**src/rtl/fp_compare_unit.sv**
```systemverilog
module fp_compare_unit #(
  parameter int EXP_W  = 11,
  parameter int FRAC_W = 52,
  localparam int W     = 1 + EXP_W + FRAC_W
) (
  input  logic         clk,
  input  logic         rst_n,
  input  logic         cmp_valid,
  input  logic [1:0]   cmp_op,
  input  logic [W-1:0] opnd_a,
  input  logic [W-1:0] opnd_b,
  output logic         res_valid,
  output logic [W-1:0] res_word,
  output logic         res_invalid
);

  localparam logic [W-1:0] TRUE_WORD = {2'b01, {(W-2){1'b0}}};

  logic              sgn_a, sgn_b;
  logic [EXP_W-1:0]  exp_a, exp_b;
  logic [FRAC_W-1:0] frc_a, frc_b;

  assign sgn_a = opnd_a[W-1];
  assign sgn_b = opnd_b[W-1];
  assign exp_a = opnd_a[W-2 -: EXP_W];
  assign exp_b = opnd_b[W-2 -: EXP_W];
  assign frc_a = opnd_a[FRAC_W-1:0];
  assign frc_b = opnd_b[FRAC_W-1:0];

  logic nan_a, nan_b, sig_a, sig_b, any_nan, any_sig, both_zero;

  assign nan_a     = (&exp_a) & (|frc_a);
  assign nan_b     = (&exp_b) & (|frc_b);
  assign sig_a     = nan_a & ~frc_a[FRAC_W-1];
  assign sig_b     = nan_b & ~frc_b[FRAC_W-1];
  assign any_nan   = nan_a | nan_b;
  assign any_sig   = sig_a | sig_b;
  assign both_zero = ~(|opnd_a[W-2:0]) & ~(|opnd_b[W-2:0]);

  logic mag_gt, mag_eq;

  always_comb begin
    if (exp_a != exp_b) mag_gt = exp_a > exp_b;
    else                mag_gt = frc_a > frc_b;
  end
  assign mag_eq = opnd_a[W-2:0] == opnd_b[W-2:0];

  logic is_eq, is_lt, is_le, pick;

  assign is_eq = both_zero | (opnd_a == opnd_b);

  always_comb begin
    if (both_zero)            is_lt = 1'b0;
    else if (sgn_a != sgn_b)  is_lt = sgn_a;
    else if (sgn_a)           is_lt = mag_gt;
    else                      is_lt = ~mag_gt & ~mag_eq;
  end

  always_comb begin
    if (both_zero)            is_le = 1'b1;
    else if (sgn_a != sgn_b)  is_le = sgn_a;
    else if (sgn_a)           is_le = mag_gt | mag_eq;
    else                      is_le = ~mag_gt;
  end

  always_comb begin
    unique case (cmp_op)
      2'b00:   pick = any_nan;
      2'b01:   pick = ~any_nan & is_eq;
      2'b10:   pick = ~any_nan & is_lt;
      default: pick = ~any_nan & is_le;
    endcase
  end

  always_ff @(posedge clk) begin
    if (!rst_n) begin
      res_valid   <= 1'b0;
      res_invalid <= 1'b0;
      res_word    <= '0;
    end else begin
      res_valid   <= cmp_valid;
      res_invalid <= cmp_valid & any_sig;
      if (cmp_valid) res_word <= pick ? TRUE_WORD : '0;
    end
  end

endmodule

```
**config.mk**
```make
export PLATFORM = sky130hd
export DESIGN_NAME = fp_compare_unit
export DESIGN_NICKNAME = d
export VERILOG_FILES = /design/src/rtl/fp_compare_unit.sv
export SDC_FILE = /design/constraint.sdc
export NUM_CORES = 1
export LEC_CHECK = 0
export CORE_UTILIZATION = 40
export DETAILED_ROUTE_END_ITERATION = 10
export DONT_BUFFER_PORTS = 1
export SLEW_MARGIN = 0
export SYNTH_ARGS = -nofsm -noshare
export SYNTH_HDL_FRONTEND = slang
export SYNTH_SLANG_ARGS = --single-unit
```
**constraint.sdc**
```tcl
create_clock -name clk -period 6.7 [get_ports clk]
set_clock_uncertainty 0.1 [all_clocks]
set_input_delay 0 -clock clk [delete_from_list [all_inputs] [get_ports clk]]
set_output_delay 0 -clock clk [all_outputs]
set_load 0.005 [all_outputs]
```
# Word level (Yosys, flattened, before mapping)
# Index checks and enable logic that the tools add are counted.
# classes
n_bitwise	21
n_lt_le_gt_ge	2
eq_ne	6
n_reduce_logical	7
n_mux	9
# ops
cell	count
$reduce_or A63 Y1	2
$reduce_or A52 Y1	2
$eq A64 B64 Y1	1
$eq A63 B63 Y1	1
$mux W63	1
$gt A52 B52 Y1	1
$reduce_and A11 Y1	2
$gt A11 B11 Y1	1
$ne A11 B11 Y1	1
$and A1 B1 Y1	10
$mux W1	7
$not A1 Y1	7
$or A1 B1 Y1	4
$pmux W1 S3	1
$eq A2 B1 Y1 const B	1
$eq A2 B2 Y1 const B	1
$logic_not A2 Y1	1
$ne A1 B1 Y1	1
# totals
regBits	66
in_bits	133

# Longest topological paths before layout
# depth
ltp_word	10
depth_mapped	10

# Worst setup path after synthesis
# OpenSTA, ideal clock, no wires.
# synth_path
path_kind	input port to flip-flop
from	in opnd_b[53]
to	reg res_word[62]
setup_ns	0.079
cell_stages	10
path_slack_ns	4.234
arrival_ns	2.287
path_cell_list	inv_1 ha_1 nand4_1 or4_4 or4_1 or3_4 nand3_1 a2111o_1 o211ai_1 a211oi_2
# synth_via
elab_chain_len	10
elab_cells_between_ends	28
cone_classes	1 x order compare; 3 x eq/ne; 9 x mux; 13 x bitwise; 2 x reduce/logical
# synth_rtl
element	line_no	rtl
from (decl)	11	input logic [W-1:0] opnd_b,
$gt A11 B11 Y1 / $ne A11 B11 Y1 (equally long branches)	43	if (exp_a != exp_b) mag_gt = exp_a > exp_b;
$mux W1	43	
$not A1 Y1	56, 63	
$and A1 B1 Y1	56	else is_lt = ~mag_gt & ~mag_eq;
$mux W1	55	else if (sgn_a) is_lt = mag_gt;
$mux W1	54	else if (sgn_a != sgn_b) is_lt = sgn_a;
$mux W1	53	if (both_zero) is_lt = 1'b0;
$and A1 B1 Y1	70	2'b10: pick = ~any_nan & is_lt;
$pmux W1 S3 *	67	unique case (cmp_op)
$mux W63 *	83	if (cmp_valid) res_word <= pick ? TRUE_WORD : '0;
to (signal assigned)	83	
to (decl)	13	output logic [W-1:0] res_word,
# Mark *: on every way between the ends. The rest lies on a longest branch, timed or not.
# A chain may end at the register's enable or synchronous reset.

# Final worst setup path
# layout_path
from	in opnd_b[51]
to	reg res_word[62]
# layout_via
elab_chain_len	10
elab_cells_between_ends	27
cone_classes	1 x order compare; 2 x eq/ne; 9 x mux; 13 x bitwise; 2 x reduce/logical
# layout_rtl
element	line_no	rtl
$gt A52 B52 Y1	44	else mag_gt = frc_a > frc_b;
$mux W1	43	
$not A1 Y1	56, 63	
$and A1 B1 Y1	56	
$mux W1	55	
$mux W1	54	
$mux W1	53	
$and A1 B1 Y1	70	
$pmux W1 S3 *	67	
$mux W63 *	83	
# Marked as above.

==> results.toml <==
[pwr]
total_leakage_power_nw = 1.389
vdd_drop_max_mv = 0.04883
power_density_mw_per_mm2 = 69.77

[synthesis]
syn_inst = 382
yosysWarnings = 0
netlist_area_mm2 = 0.002689
synth.distinct_cells = 41
synth-adder-area-share_pct = 29.32
async_reset_ff_share_pct = 0
synth.yosys.seq_area_share_pct = 2.234
syn_avg_cell_area_um2 = 7.039
yosys.area_share.simple_pct = 24.76
synth-seq-cells = 3
synth_top_family_by_area = "adder cells"
synth_edf_count = 0
ys.flop_type = "dfxtp_1"
synthMuxAreaShare_pct = 0
synth_compound_area_share_pct = 16.47
synth_xor_area_share_pct = 0

[critical_path]
worstReg2RegEnd = "res_word[62]"
crit_arrival_ps = 3720
r2r_slack_ps = 5320
reg2reg_from = "res_word[62]"
path_class = "input pin to flop"
start_kind = "input pin"
cp.required_ps = 6760
cp-end-kind = "flop"
reg2reg_depth = 3
crit_fanout = 3

[grt]
grt_pass1_vias = 2576
track_usage_pct = 20.67
grt_pass1_wl_um = 11720
grt_max_degree = 7
gr-total-overflow = 0
antenna_found_initial = 0

[cells_and_area]
multiInputGateArea_mm2 = 0.002133
diodes = 0
drive_gt1_share_pct = 2.813
fillers = 694
nets = 588
stdcell_count = 468
areaGrowthSynthToFinish_pct = -1.443
seq_area_um2 = 60.06

[clock_tree]
clk_latency_ps = 220
clkSinkCount = 3
postCtsSetupBuffers = 0
cts.reportedPaths.clkPinSlew_ps = 30
numCtsBuffers = 3
htreeDepth = 1
clock_path_buffers = 2
cts_tree = "done"
root_buffer = "clkbuf_8"

[placement]
io_buffers = 0
place_congestion = 0.9101
place_inst = 458
hpwl_um = 7065

[min_path]
whs_path_depth = 0
min_to = "res_invalid"
min_from = "res_invalid"
hold_path.class = "flop to output port"

[drt]
wire_per_inst_um = 16.42
drt-total-wl_um = 7686
met2_length_um = 3700
vias = 2620
wl_met3_um = 682
drc = 28
via_per_inst = 5.598
maxUsedRoutingLayer = "met4"
drt-initial-drc-count = 110
drt_first_pass_iters = 9
wl_met1_um = 3174
detail-route-antenna-nets = 0

[timing]
rsz0062_at_grt = "no"
holdWs_ps = 415.3
min_period_ps = 3660
setup_viol = 0
maxSlewViolCount = 0
period_share_pct = 54.62
relSlewSlack_pct = 53.74
hold_viol = 0
max_freq_mhz = 273.3
tightestPinTransition_ps = 686.6
finalSetupTns_ps = 0

[floorplan]
die_w_um = 83.99
die_h_um = 83.99
rows = 29
start_util_pct = 41.87
fp.dieArea_mm2 = 0.007054
core_area_mm2 = 0.006422
ios = 199

[status]
failed_checks = "design-rule violations"
outcome = "finished with violations"

[job]
max_cap_violations = 0
[where the power goes]
part	internal, mW	total, mW	switching [mW]
sequential	0.0188	0.0194	0.000567
combinational	0.0494	0.111	0.0621
clock	0.0407	0.0540	0.0133
[flip-flops by register name, summed over array words and instances (netlist names)]
signal	count
res_invalid	1
res_valid	1
res_word	1
[worst max path at each step]
stage,start,end
3_5_place_dp,opnd_b[21],res_word[62]
2_1_floorplan,opnd_b[53],res_word[62]
5_1_grt,opnd_b[51],res_word[62]
3_3_place_gp,opnd_b[21],res_word[62]
4_1_cts,opnd_b[51],res_word[62]
6_report,opnd_b[51],res_word[62]
[cell usage after synthesis (all sizes together), types with 3 or more instances]
cell	count	area, um2
inv	68	255.2
buf	63	473.0
ha	63	788.3
nor4	34	212.7
a21oi	23	115.1
nand4	22	137.6
nand2	21	81.33
o21ai	12	60.06
nand3	10	50.05
nor2	8	30.03
a211oi	5	42.54
nor3	5	25.02
a21o	4	30.03
a2111oi	3	26.28
a22oi	3	22.52
dfxtp	3	60.06
nand2b	3	18.77
or4	3	26.27
[cell families (layout without fill, tap and decap cells)]
logic type / count (synthesis) / after routing
buffers and inverters: 131 / 78
AND/OR/NAND/NOR: 117 / 117
flip-flops: 3 / 3
AO/OA/AOI/OAI: 67 / 67
adder cells (fa/ha/maj): 63 / 63
other: 1 / 63
[through the flow]
step	utilization [%]	setup slack, ps	total power [mW]	area [um2]
after floorplan	-	4234	0.1327	2922
after global placement	39.63	3899	0.1251	2545
after detailed placement	39.63	3923	0.1271	2545
after CTS	41.26	3137	0.1846	2650
after global routing	41.26	2854	0.2059	2650
final	41.26	3040	0.1849	2650
[cell usage in the layout (no fill, tap or decap), types with 2 or more instances in the layout]
cell type	instances
nor3_1	5
nand2b_1	3
o21ai_0	12
o211ai_1	2
or4_1	2
a22oi_1	3
a2111oi_0	3
dlygate4sd3_1	6
a221o_1	2
inv_1	68
ha_1	63
nor2_1	8
conb_1	63
clkbuf_8	3
a21oi_1	23
nand3_1	10
nand4_1	22
o21bai_1	2
nor2b_1	2
and4_1	2
a211oi_1	4
and2_1	2
or2_2	2
a221oi_1	2
o21a_1	2
nor4_1	34
dfxtp_1	3
a21o_1	4
nand2_1	20
[layout make-up]
class | instances | area share, %
clock buffers | 4 | 1.700
well taps | 77 | 3.636
repair buffers | 6 | 2.266
multi-input cells | 310 | 80.50
inverters | 68 | 9.632
flip-flops and latches | 3 | 2.266
[worst max-delay path, stage by stage]
cell           delay (ps)
dlygate4sd3_1         540
inv_1                  60
ha_1                  290
nand4_1               170
nor3_1                280
or4b_2                630
a2111oi_0             470
o21ai_0               150
a21boi_0              200
o211ai_1              130
a211oi_2              230
dlygate4sd3_1         580
[timing repair]
item                                    4_1_cts  5_1_grt
endpoints found under the setup margin        0        0
resized for setup                             0        0
endpoints found under the hold margin         3        0
hold buffers                                  6        0
[metal layers]
layer  global-route usage [%]  up-vias
met3                    4.649       14
met4                    4.232        0
met1                    24.01     1183
met2                    38.38      142
li1                         -     1281
met5                        0        -
Power figures use the tool's default switching activity.
